## src/rtl/dispatch_arb_pkg.sv

```systemverilog
package dispatch_arb_pkg;

  localparam int NUM_UNITS = 5;

  typedef enum logic [2:0] {
    OP_INT    = 3'd0,
    OP_MULDIV = 3'd1,
    OP_LSU    = 3'd2,
    OP_FPU    = 3'd3,
    OP_BR     = 3'd4
  } opClass_e;

  typedef enum logic [2:0] {
    U_IU1 = 3'd0,
    U_IU2 = 3'd1,
    U_LSU = 3'd2,
    U_FPU = 3'd3,
    U_BPU = 3'd4
  } unit_e;

  // Strobes from control to datapath
  typedef struct packed {
    logic  grant0;
    logic  grant1;
    unit_e unit0;
    unit_e unit1;
  } dispStrobe_t;

endpackage

```

## src/rtl/dispatch_ctrl.sv

```systemverilog
module dispatch_ctrl
  import dispatch_arb_pkg::*;
#(
  parameter int RCNT_W = 3,
  parameter int CQ_W   = 3
) (
  input  logic              iq0Valid,
  input  logic [2:0]        iq0Op,
  input  logic [1:0]        iq0Dst,
  input  logic              iq1Valid,
  input  logic [2:0]        iq1Op,
  input  logic [1:0]        iq1Dst,
  input  logic [NUM_UNITS-1:0] rsFree,
  input  logic [RCNT_W-1:0] renameFree,
  input  logic [CQ_W-1:0]   cqFree,
  output dispStrobe_t       strobe
);

  localparam int SUM_W = RCNT_W + 2;

  function automatic unit_e fixedUnit(logic [2:0] op);
    case (op)
      OP_LSU:  return U_LSU;
      OP_FPU:  return U_FPU;
      OP_BR:   return U_BPU;
      default: return U_IU1;
    endcase
  endfunction

  logic legal0, legal1, unitOk0, unitOk1, md1Pending, bothIuFree;
  logic renameOk0, renameOk1, cqOk0, cqOk1, grant0, grant1;
  unit_e unit0, unit1;
  logic [NUM_UNITS-1:0] taken, avail;
  logic [SUM_W-1:0] need0, need1, haveRen;

  always_comb begin
    legal0     = iq0Op <= 3'd4;
    legal1     = iq1Op <= 3'd4;
    md1Pending = iq1Valid && (iq1Op == OP_MULDIV);
    bothIuFree = rsFree[U_IU1] && rsFree[U_IU2];

    // slot 0 unit choice
    unit0   = fixedUnit(iq0Op);
    unitOk0 = rsFree[unit0];
    if (iq0Op == OP_MULDIV) begin
      unit0   = U_IU1;
      unitOk0 = rsFree[U_IU1];
    end else if (iq0Op == OP_INT) begin
      if (md1Pending && bothIuFree) unit0 = U_IU2;
      else if (rsFree[U_IU1])       unit0 = U_IU1;
      else                          unit0 = U_IU2;
      unitOk0 = rsFree[U_IU1] || rsFree[U_IU2];
    end

    haveRen   = SUM_W'(renameFree);
    need0     = SUM_W'(iq0Dst);
    need1     = SUM_W'(iq0Dst) + SUM_W'(iq1Dst);
    renameOk0 = need0 <= haveRen;
    renameOk1 = need1 <= haveRen;
    cqOk0     = cqFree >= CQ_W'(1);
    cqOk1     = cqFree >= CQ_W'(2);

    grant0 = iq0Valid && legal0 && unitOk0 && renameOk0 && cqOk0;

    // slot 1 sees what slot 0 left over
    taken = grant0 ? (NUM_UNITS'(1) << unit0) : '0;
    avail = rsFree & ~taken;

    unit1   = fixedUnit(iq1Op);
    unitOk1 = avail[unit1];
    if (iq1Op == OP_MULDIV) begin
      unit1   = U_IU1;
      unitOk1 = avail[U_IU1];
    end else if (iq1Op == OP_INT) begin
      unit1   = avail[U_IU2] ? U_IU2 : U_IU1;
      unitOk1 = avail[U_IU1] || avail[U_IU2];
    end

    grant1 = grant0 && iq1Valid && legal1 && unitOk1 && renameOk1 && cqOk1;

    strobe.grant0 = grant0;
    strobe.grant1 = grant1;
    strobe.unit0  = unit0;
    strobe.unit1  = unit1;
  end

endmodule

```

## src/rtl/dispatch_dp.sv

```systemverilog
module dispatch_dp
  import dispatch_arb_pkg::*;
#(
  parameter int RENAME_TAGS = 6,
  parameter int TAG_W       = 3
) (
  input  logic             clk,
  input  logic             rst_n,
  input  dispStrobe_t      strobe,
  input  logic [1:0]       iq0Dst,
  input  logic [TAG_W-1:0] renameHead,
  output logic             disp0Valid,
  output logic [2:0]       disp0Unit,
  output logic [TAG_W-1:0] disp0Tag,
  output logic             disp1Valid,
  output logic [2:0]       disp1Unit,
  output logic [TAG_W-1:0] disp1Tag,
  output logic [1:0]       shiftAmt
);

  localparam int WIDE_W = TAG_W + 2;

  logic [WIDE_W-1:0] tagSum, tagWrap;
  logic [TAG_W-1:0]  nextTag1;

  always_comb begin
    tagSum  = WIDE_W'(renameHead) + WIDE_W'(iq0Dst);
    tagWrap = (tagSum >= WIDE_W'(RENAME_TAGS)) ? tagSum - WIDE_W'(RENAME_TAGS) : tagSum;
    nextTag1 = tagWrap[TAG_W-1:0];
  end

  always_ff @(posedge clk) begin
    if (!rst_n) begin
      disp0Valid <= 1'b0;
      disp0Unit  <= '0;
      disp0Tag   <= '0;
      disp1Valid <= 1'b0;
      disp1Unit  <= '0;
      disp1Tag   <= '0;
      shiftAmt   <= '0;
    end else begin
      disp0Valid <= strobe.grant0;
      disp0Unit  <= strobe.grant0 ? strobe.unit0 : 3'd0;
      disp0Tag   <= strobe.grant0 ? renameHead : '0;
      disp1Valid <= strobe.grant1;
      disp1Unit  <= strobe.grant1 ? strobe.unit1 : 3'd0;
      disp1Tag   <= strobe.grant1 ? nextTag1 : '0;
      shiftAmt   <= 2'(strobe.grant0) + 2'(strobe.grant1);
    end
  end


  shift_count_chk: assert property (@(posedge clk) disable iff (!rst_n)
    shiftAmt == 2'($countones({disp0Valid, disp1Valid})));

endmodule

```

## src/rtl/dispatch_arbiter.sv

```systemverilog
module dispatch_arbiter
  import dispatch_arb_pkg::*;
#(
  parameter int RENAME_TAGS = 6,
  parameter int CQ_SLOTS    = 6,
  localparam int TAG_W  = $clog2(RENAME_TAGS),
  localparam int RCNT_W = $clog2(RENAME_TAGS + 1),
  localparam int CQ_W   = $clog2(CQ_SLOTS + 1)
) (
  input  logic              clk,
  input  logic              rst_n,
  input  logic              iq0Valid,
  input  logic [2:0]        iq0Op,
  input  logic [1:0]        iq0Dst,
  input  logic              iq1Valid,
  input  logic [2:0]        iq1Op,
  input  logic [1:0]        iq1Dst,
  input  logic [4:0]        rsFree,
  input  logic [RCNT_W-1:0] renameFree,
  input  logic [TAG_W-1:0]  renameHead,
  input  logic [CQ_W-1:0]   cqFree,
  output logic              disp0Valid,
  output logic [2:0]        disp0Unit,
  output logic [TAG_W-1:0]  disp0Tag,
  output logic              disp1Valid,
  output logic [2:0]        disp1Unit,
  output logic [TAG_W-1:0]  disp1Tag,
  output logic [1:0]        shiftAmt
);

  dispStrobe_t strobe;

  dispatch_ctrl #(.RCNT_W(RCNT_W), .CQ_W(CQ_W)) u_ctrl (
    .iq0Valid(iq0Valid), .iq0Op(iq0Op), .iq0Dst(iq0Dst),
    .iq1Valid(iq1Valid), .iq1Op(iq1Op), .iq1Dst(iq1Dst),
    .rsFree(rsFree), .renameFree(renameFree), .cqFree(cqFree),
    .strobe(strobe)
  );

  dispatch_dp #(.RENAME_TAGS(RENAME_TAGS), .TAG_W(TAG_W)) u_dp (
    .clk(clk), .rst_n(rst_n), .strobe(strobe),
    .iq0Dst(iq0Dst), .renameHead(renameHead),
    .disp0Valid(disp0Valid), .disp0Unit(disp0Unit), .disp0Tag(disp0Tag),
    .disp1Valid(disp1Valid), .disp1Unit(disp1Unit), .disp1Tag(disp1Tag),
    .shiftAmt(shiftAmt)
  );


  in_order_chk: assert property (@(posedge clk) disable iff (!rst_n)
    disp1Valid |-> disp0Valid);


  unit_exclusive_chk: assert property (@(posedge clk) disable iff (!rst_n)
    (disp0Valid && disp1Valid) |-> (disp0Unit != disp1Unit));


  vacancy_chk: assert property (@(posedge clk) disable iff (!rst_n)
    disp0Valid |-> |(($past(rsFree) >> disp0Unit) & 5'd1));


  muldiv_slot0_chk: assert property (@(posedge clk) disable iff (!rst_n)
    (disp0Valid && $past(iq0Op) == OP_MULDIV) |-> (disp0Unit == U_IU1));


  muldiv_slot1_chk: assert property (@(posedge clk) disable iff (!rst_n)
    (disp1Valid && $past(iq1Op) == OP_MULDIV) |-> (disp1Unit == U_IU1));


  rename_gate_chk: assert property (@(posedge clk) disable iff (!rst_n)
    disp0Valid |-> ({1'b0, $past(iq0Dst)} <= 3'($past(renameFree))));


  cq_gate_chk: assert property (@(posedge clk) disable iff (!rst_n)
    disp1Valid |-> ($past(cqFree) >= CQ_W'(2)));

endmodule

```

## config.mk

```make
export PLATFORM = sky130hd
export DESIGN_NAME = dispatch_arbiter
export DESIGN_NICKNAME = d
export VERILOG_FILES = /design/src/rtl/dispatch_arb_pkg.sv /design/src/rtl/dispatch_ctrl.sv /design/src/rtl/dispatch_dp.sv /design/src/rtl/dispatch_arbiter.sv
export SDC_FILE = /design/constraint.sdc
export NUM_CORES = 1
export LEC_CHECK = 0
export ABC_AREA = 1
export BUFFER_PORTS_ARGS = -buffer_cell sky130_fd_sc_hd__buf_2
export CORE_AREA = 10 10 67 55
export CTS_CLUSTER_DIAMETER = 30
export DETAILED_ROUTE_END_ITERATION = 12
export DIE_AREA = 0 0 77 65
export PLACE_DENSITY = 0.78
export SYNTH_ARGS = -nofsm -noshare
export SYNTH_HDL_FRONTEND = slang
export SYNTH_HIERARCHICAL = 1
export SYNTH_SLANG_ARGS = --single-unit
```

## constraint.sdc

```tcl
create_clock -name clk -period 2.8 [get_ports clk]
set_clock_uncertainty 0.2 [all_clocks]
set_input_delay 0.28 -clock clk [delete_from_list [all_inputs] [get_ports clk]]
set_output_delay 0.28 -clock clk [all_outputs]
set_load 0.02 [all_outputs]
```

### Word level (Yosys, flattened, before mapping)

Index checks and enable logic that the tools add are counted.
W data, S select, Z words.

* reduce and logical (&&, ||, !) cells: 19
* $add $sub $neg: 4
* order comparisons: 9
* equality and inequality tests: 8
* bitwise logic cells: 4
* shift operators: 1
* muxes and demuxes: 18

Operator list (count)
* $pmux W3 S3: 2
* $mux W3: 5
* $eq A3 B2 Y1 const B: 4
* $logic_and A1 B1 Y1: 12
* $lt A3 B4 Y1 const B: 2
* $mux W1: 8
* $bmux W1 S3: 2
* $eq A3 B1 Y1 const B: 2
* $eq A3 B3 Y1 const B: 2
* $le A3 B3 Y1 const B: 2
* $logic_not A3 Y1: 2
* $and A5 B5 Y5: 1
* $le A5 B3 Y1: 1
* $mux W5: 1
* $not A5 Y5: 1
* $shl A1 B3 Y5 const A: 1
* $add A3 B2 Y4: 1
* $ge A4 B3 Y1 const B: 1
* $reduce_and A2 Y1: 2
* $add A2 B2 Y3: 1
* $ge A3 B1 Y1 const B: 1
* $ge A3 B2 Y1 const B: 1
* $le A2 B3 Y1: 1
* $reduce_or A3 Y1: 1
* other kinds (4): 6

* input bits: 28
* output and inout bits: 16
* logic and storage cells: 70
* register bits: 16

### Longest topological paths before layout

Gate-level depths: netlist (run 1).

* word-level depth: 21
* gate-level depth with buffers: 18
* gate-level depth less buffers: 17

### Hierarchy

Netlist (run 1), hierarchy kept.

By module, submodules not included
* dispatch_dp: cells each 66, seq. area each 320.3 sq um, area an instance 569.3 sq um, instances 1
* dispatch_ctrl: cells each 80, seq. area each 0.0 sq um, area an instance 442.9 sq um, instances 1

### Worst setup path before layout (run 1)

OpenSTA, ideal clock, no wires.

* kind: input to register
* start: input port iq0Dst[0]
* end: register u_dp.shiftAmt[0]
* path slack: 0.353 ns
* data required time: 2.491 ns
* stages: 14
* arrival: 2.138 ns
* setup time: 0.109 ns
* buffers on the path: 1
* path through: ha_1 fa_1 ha_1 nand3b_1 a32oi_1 nor2_1 nand2_1 nor2_2 nand2_1 a21oi_2 buf_4 ha_1 nand2_1 inv_1

* cells in the longest elaborated chain, start to end: 14
* elaborated cells between the ends (all ways): 19
* those cells by class: 2 x add/sub; 2 x order compare; 5 x mux; 2 x bitwise; 8 x reduce/logical

RTL lines
* start, declared: RTL line dispatch_arbiter.sv:14 `input logic [1:0] iq0Dst,`
* $le A2 B3 Y1: RTL line dispatch_ctrl.sv:58 `renameOk0 = need0 <= haveRen;`
* $logic_and A1 B1 Y1 (2 in series): RTL line dispatch_ctrl.sv:63 `grant0 = iq0Valid && legal0 && unitOk0 && renameOk0 && cqOk0;`
* $mux W5: RTL line dispatch_ctrl.sv:66 `taken = grant0 ? (NUM_UNITS'(1) << unit0) : '0;`
* $not A5 Y5: RTL line dispatch_ctrl.sv:67 `avail = rsFree & ~taken;`
* $and A5 B5 Y5: RTL line dispatch_ctrl.sv:67
* $bmux W1 S3: RTL line dispatch_ctrl.sv:70 `unitOk1 = avail[unit1];`
* $mux W1 (implied by the code): RTL line dispatch_ctrl.sv:70
* $mux W1: RTL line dispatch_ctrl.sv:74 `end else if (iq1Op == OP_INT) begin`
* $mux W1: RTL line dispatch_ctrl.sv:71 `if (iq1Op == OP_MULDIV) begin`
* $logic_and A1 B1 Y1: RTL line dispatch_ctrl.sv:79 `grant1 = grant0 && iq1Valid && legal1 && unitOk1 && renameOk1 && cqOk1;`
* $logic_and A1 B1 Y1 * (2 in series): RTL line dispatch_ctrl.sv:79
* via u_ctrl.grant1: RTL line dispatch_ctrl.sv:31 `logic renameOk0, renameOk1, cqOk0, cqOk1, grant0, grant1;`
* $add A1 B1 Y2 *: RTL line dispatch_dp.sv:48 `shiftAmt <= 2'(strobe.grant0) + 2'(strobe.grant1);`
* end signal, assigned: RTL line dispatch_dp.sv:48
* end, declared: RTL line dispatch_dp.sv:18 `output logic [1:0] shiftAmt`

The timed path passes the listed nets; every way through them passes the cells marked *. The select of a mux whose other input is x is not followed.
A chain may end at the register's enable or synchronous reset.

==> impl_metrics.ini, run 1 <==
[outcome]
status = finished clean

[clock_tree]
cts_tree = done
hold_buffers = 1
clk_path_buf_depth = 2
cts_root_buf = clkbuf_4
htreeDepth = 1
clkTransAtPathRegs_ns = 0.09
cts_made_buffers = 3
cts.sinks = 16
post_cts_resized = 0
post_cts.repair.setup_buffers = 0

[global_route]
grt_max_degree = 10
gr-usage-all-layers_pct = 9.66
first_global_vias = 957
grt_antenna_before_repair = 0
grt_overflow = 0
grt_pass1_wl_um = 4090

[final_layout]
nets = 232
design_area_mm2 = 0.00130
drive_above_1_share_pct = 32.3
seqCellArea_um2 = 320
areaGrowthSynthToFinish_pct = 28.8
stdcell_count = 228
post-route-util_pct = 52.9
multiInputGateArea_um2 = 552
diodes = 0
fillCellCount = 268

[detailed_routing]
via_count = 980
ant_nets = 0
wl_um = 2410
wire_per_inst_um = 10.6
via_per_inst = 4.30
drt-initial-drc-count = 32
firstDrtPassIters = 4
drc = 0

[power]
vdd_drop_max_mv = 0.128
finalPower_mw = 0.493
cellPowerDensity_mw_per_mm2 = 378
power_leakage_nw = 0.765

[critical_path]
worst-path-buf-inv = 2
crit_path_max_incr_delay_ns = 0.36
cp_max_fo = 3
cp.required_ns = 2.79
critical_path_class = input pin to flip-flop
worstSetupEndpointType = flip-flop
crit_slowest_cell = fa_1
crit_arrival_ns = 2.25
cp_top_family = adder cells
cp_cell_sequence = buf_2, ha_1, fa_1, ha_1, a21oi_1, a32oi_1, nor2_1, nand2_1, nor2_2, nand2_1, a21oi_2, ha_1, nand2_1, inv_1
startpoint_type = input pin

[timing]
worst_hold_slack_ns = 0.0273
maxSlewViolCount = 0
setup_violations = 0
fin_crit_sh_pct = 80.8
setup_slack_ns = 0.537
finalHoldViolations = 0
fin_setup_tns_ns = 0
worst_pin_slew_ns = 0.246
grt_setup_unrepaired = false
relSlewSlack_pct = 83.5
post-route-min-period_ns = 2.26
fmax_ghz = 0.442

[die]
fp-row-count = 16
num_io_pins = 44
die_y_um = 65
die_w_um = 77
initial_core_util_pct = 41.1
placeableCoreArea_mm2 = 0.00246
die-area_mm2 = 0.00501

[logic_synthesis]
synth_top_area_share_pct = 31.6
syn_area_per_cell_um2 = 6.93
synth_area_leaders = dfxtp_1, nand2_1, ha_1
synth.net_count = 185
ys_seq_area_share_pct = 31.6
synth.distinct_cells = 24
synth.cell_area_mm2 = 0.00101
synth_cells = 146
yosys_register_bits = 16
synth_top_cell_by_area = dfxtp_1
ys.warnings.count = 6

[place]
place.gp.congestion = 0.808
place_inst = 223
port_buffers = 43
hpwl_um = 2120
pre_cts_slack_ns = 0.222
place_area_mm2 = 0.00126

[flow_run]
maxCapViolations = 0

[hold_path]
min_path_type = input pin to flip-flop
-- sequential cells by signal, indices dropped and copies added (netlist names) --
register and count:
u_dp/disp1Unit 3, u_dp/disp1Tag 3, u_dp/disp0Tag 3, u_dp/disp0Unit 3, u_dp/disp1Valid 1, u_dp/disp0Valid 1
u_dp/shiftAmt 2
-- kinds of logic after synthesis --
| logic type | after synthesis | share of synthesized area (%) |
|---|---|---|
| buffers and inverters | 35 | 13.8 |
| DFF | 16 | 31.6 |
| adders and majority gates | 11 | 15.1 |
| AOI/OAI and AO/OA | 12 | 8.78 |
| and+or+nand+nor | 72 | 30.7 |
-- cell usage after synthesis --
| master | count |
|---|---|
| a311oi_1 | 1 |
| nand4_1 | 2 |
| nand2_1 | 36 |
| buf_4 | 2 |
| nand3_1 | 4 |
| dfxtp_1 | 16 |
| ha_1 | 9 |
| nand3b_1 | 2 |
| inv_1 | 27 |
| nor2_4 | 1 |
| nor3_1 | 2 |
| nand2_2 | 4 |
| a32oi_1 | 1 |
| a21oi_1 | 4 |
| o22ai_1 | 1 |
| clkinv_2 | 1 |
| o221ai_1 | 1 |
| inv_2 | 5 |
| a21oi_2 | 2 |
| a21boi_0 | 1 |
| fa_1 | 2 |
| nor2_2 | 1 |
| a21boi_2 | 1 |
| nor2_1 | 20 |
-- routing by layer --
metal | GRT usage, % | wire (µm) | up-vias
met5 | 0 | 0 | -
met3 | 4.82 | 235 | 2
met4 | 3.41 | 14 | 0
met2 | 16.0 | 1080 | 29
li1 | - | - | 538
met1 | 10.6 | 1070 | 411
-- power by group --
part	leakage (nW)	switching [mW]	internal (mW)	total [mW]
registers	0.129	0.000608	0.230	0.231
logic	0.614	0.0653	0.0485	0.114
clock network	0.0210	0.0695	0.0792	0.149
total	0.765	0.135	0.358	0.493
-- final timing paths --
check / startpoint / slack (ns) / to / depth (start not counted)
min: rst_n / 0.03 / u_dp/shiftAmt[0]$_SDFF_PN0_ / 3
max: iq0Dst[0] / 0.54 / u_dp/shiftAmt[0]$_SDFF_PN0_ / 14
-- area by class of cell --
class	count	area share (%)
Tap cell	36	3.45
Multi-Input combinational cell	95	42.3
Clock buffer	4	2.78
Inverter	33	9.60
Sequential cell	16	24.6
Timing Repair Buffer	44	17.3
-- layout by cell type (no fill, tap or decap) --
cell	instances
a311oi_1	1
nor2_1	20
clkbuf_8	1
clkbuf_4	3
nand3_1	4
a21boi_2	1
clkinv_2	1
dlygate4sd3_1	1
ha_1	9
nor2_2	1
inv_1	27
a21oi_2	2
o22ai_1	1
nand2_1	36
o221ai_1	1
fa_1	2
nor2_4	1
nand4_1	2
a21oi_1	4
a32oi_1	1
nor3_1	2
buf_2	43
nand3b_1	2
inv_2	5
nand2_2	4
dfxtp_1	16
a21boi_0	1
(Power assumes the default switching activity.)
==> run 2, diff against run 1 <==
- clock period: 2.8 -> 2.1 ns (I/O delays scaled with it)
==> run 2 against run 1 <==
Effect of this change: the flow now finishes with violations (setup timing); hold slack improved by 0.0022 ns; critical path depth unchanged; non-clock buffer count increased by 11; core utilization increased by 7.8 points; die area unchanged; sequential share of layout area decreased by 3.1 points; largest cell class unchanged; setup slack got worse by 0.54 ns; global-route usage increased by 0.14 points; first-iteration DRC count increased by 66%.
==> impl_metrics.ini, run 2 (synthesis results as in run 1) <==
[detailed_routing]
drc = 0
wire_per_inst_um = 10.8
wl_um = 2580
via_count = 1031
drt-initial-drc-count = 53
firstDrtPassIters = 4
via_per_inst = 4.31
ant_nets = 0

[place]
hpwl_um = 2140
place.gp.congestion = 0.924
pre_cts_slack_ns = -0.436
place_area_mm2 = 0.00131
port_buffers = 43

[hold_path]
min_delay_worst_endpoint = u_dp/disp1Unit[1]$_SDFF_PN0_
hold_start = iq1Op[2]
hold_depth = 4
min_path_type = input pin to flip-flop

[final_layout]
areaGrowthSynthToFinish_pct = 47.7
nets = 243
design_area_mm2 = 0.00150
drive_above_1_share_pct = 39.9
diodes = 0
fillCellCount = 229
layout_commonest_cell = buf_2
post-route-util_pct = 60.7
layout_common_cells = buf_2, nand2_1, inv_1

[timing]
grt_setup_unrepaired = true
fmax_ghz = 0.474
worst_pin_slew_ns = 0.269
fin_crit_sh_pct = 100
relSlewSlack_pct = 81.9
fin_setup_tns_ns = -0.0114
setup_slack_ns = -0.00758
setup_violations = 2
finalHoldViolations = 0
maxSlewViolCount = 0
post-route-min-period_ns = 2.11

[critical_path]
crit_arrival_ns = 2.10
critical_path_class = input pin to flip-flop
cp.required_ns = 2.10
startpoint_type = input pin
cp_max_fo = 2
worstSetupEndpointType = flip-flop

[global_route]
gr-usage-all-layers_pct = 9.80
grt_overflow = 0
grt_antenna_before_repair = 0
grt_pass1_wl_um = 4200
first_global_vias = 1007
grt_max_degree = 10

[die]
die-area_mm2 = 0.00501
initial_core_util_pct = 41.1
placeableCoreArea_mm2 = 0.00246
num_io_pins = 44
die_w_um = 77
die_y_um = 65
fp-row-count = 16

[outcome]
status = finished with violations
failed_checks = setup timing

[power]
finalPower_mw = 0.694
power_leakage_nw = 0.832
vdd_drop_max_mv = 0.243
cellPowerDensity_mw_per_mm2 = 464

[flow_run]
maxCapViolations = 0

[clock_tree]
clkTransAtPathRegs_ns = 0.09
cts_tree = done
clk_path_buf_depth = 2
htreeDepth = 1
cts.sinks = 16
cts_root_buf = clkbuf_4
cts_made_buffers = 3
==> run 2: power by group <==
part / switching [mW] / leakage (nW) / internal, mW
Clock: 0.0898 / 0.0210 / 0.106
Combinational: 0.101 / 0.682 / 0.0902
Sequential: 0.000576 / 0.129 / 0.307
Total: 0.191 / 0.832 / 0.502
==> run 2: routing by layer <==
layer | part of all wire, % | global-route usage (%) | vias up
li1 | - | - | 564
met1 | 47 | 12.5 | 421
met2 | 41 | 14.8 | 44
met3 | 11 | 4.82 | 2
met4 | 0.43 | 1.36 | 0
met5 | 0 | 0 | -
==> run 2: worst max-delay path by stage <==
stage / cells past startpoint / startpoint / slack [ns] / endpoint
finish: 14 / iq1Dst[0] / -0.008 / u_dp/shiftAmt[0]$_SDFF_PN0_
global route: 18 / iq0Dst[0] / -0.1 / u_dp/disp1Tag[1]$_SDFF_PN0_
CTS: 15 / iq0Dst[0] / -0.02 / u_dp/disp1Tag[1]$_SDFF_PN0_
detailed placement: 15 / iq0Dst[0] / -0.44 / u_dp/disp1Tag[1]$_SDFF_PN0_
global placement: 14 / iq0Dst[0] / -0.41 / u_dp/shiftAmt[0]$_SDFF_PN0_
floorplan: 14 / iq0Dst[0] / -0.20 / u_dp/shiftAmt[0]$_SDFF_PN0_
==> run 2: cell type report <==
class                           count  area (µm²)  share of cell area, %
Timing Repair Buffer               55         340                   22.8
Sequential cell                    16         320                   21.4
Inverter                           33         125                   8.37
Tap cell                           36        45.0                   3.01
Multi-Input combinational cell     95         628                   42.0
Clock buffer                        4        36.3                   2.43
==> run 2: repair_timing <==
item,in CTS,in global routing
hold buffers,3,0
endpoints found under the hold margin,4,0
pin swaps,11,8
resized for setup,6,11
setup endpoints to repair,7,8
buffers inserted,1,4
==> run 2: per-stage QoR <==
| stage | cells | hold WS, ns |
|---|---|---|
| after global routing | 239 | 0.0417 |
| after detailed placement | 227 | 0.258 |
| after global placement | 227 | 0.254 |
| after floorplan | 146 | 0.108 |
| after CTS | 235 | 0.0203 |
| final | 239 | 0.0295 |
==> run 2: worst max-delay path: stages <==
cell      delay [ns]
buf_8           0.10
ha_4            0.14
fa_1            0.51
ha_4            0.21
nand3b_1        0.08
a32oi_1         0.06
nor2_1          0.09
nand2_1         0.06
nor2_2          0.09
nand2_2         0.07
a21oi_4         0.17
ha_4            0.23
nand2_2         0.05
inv_2           0.03
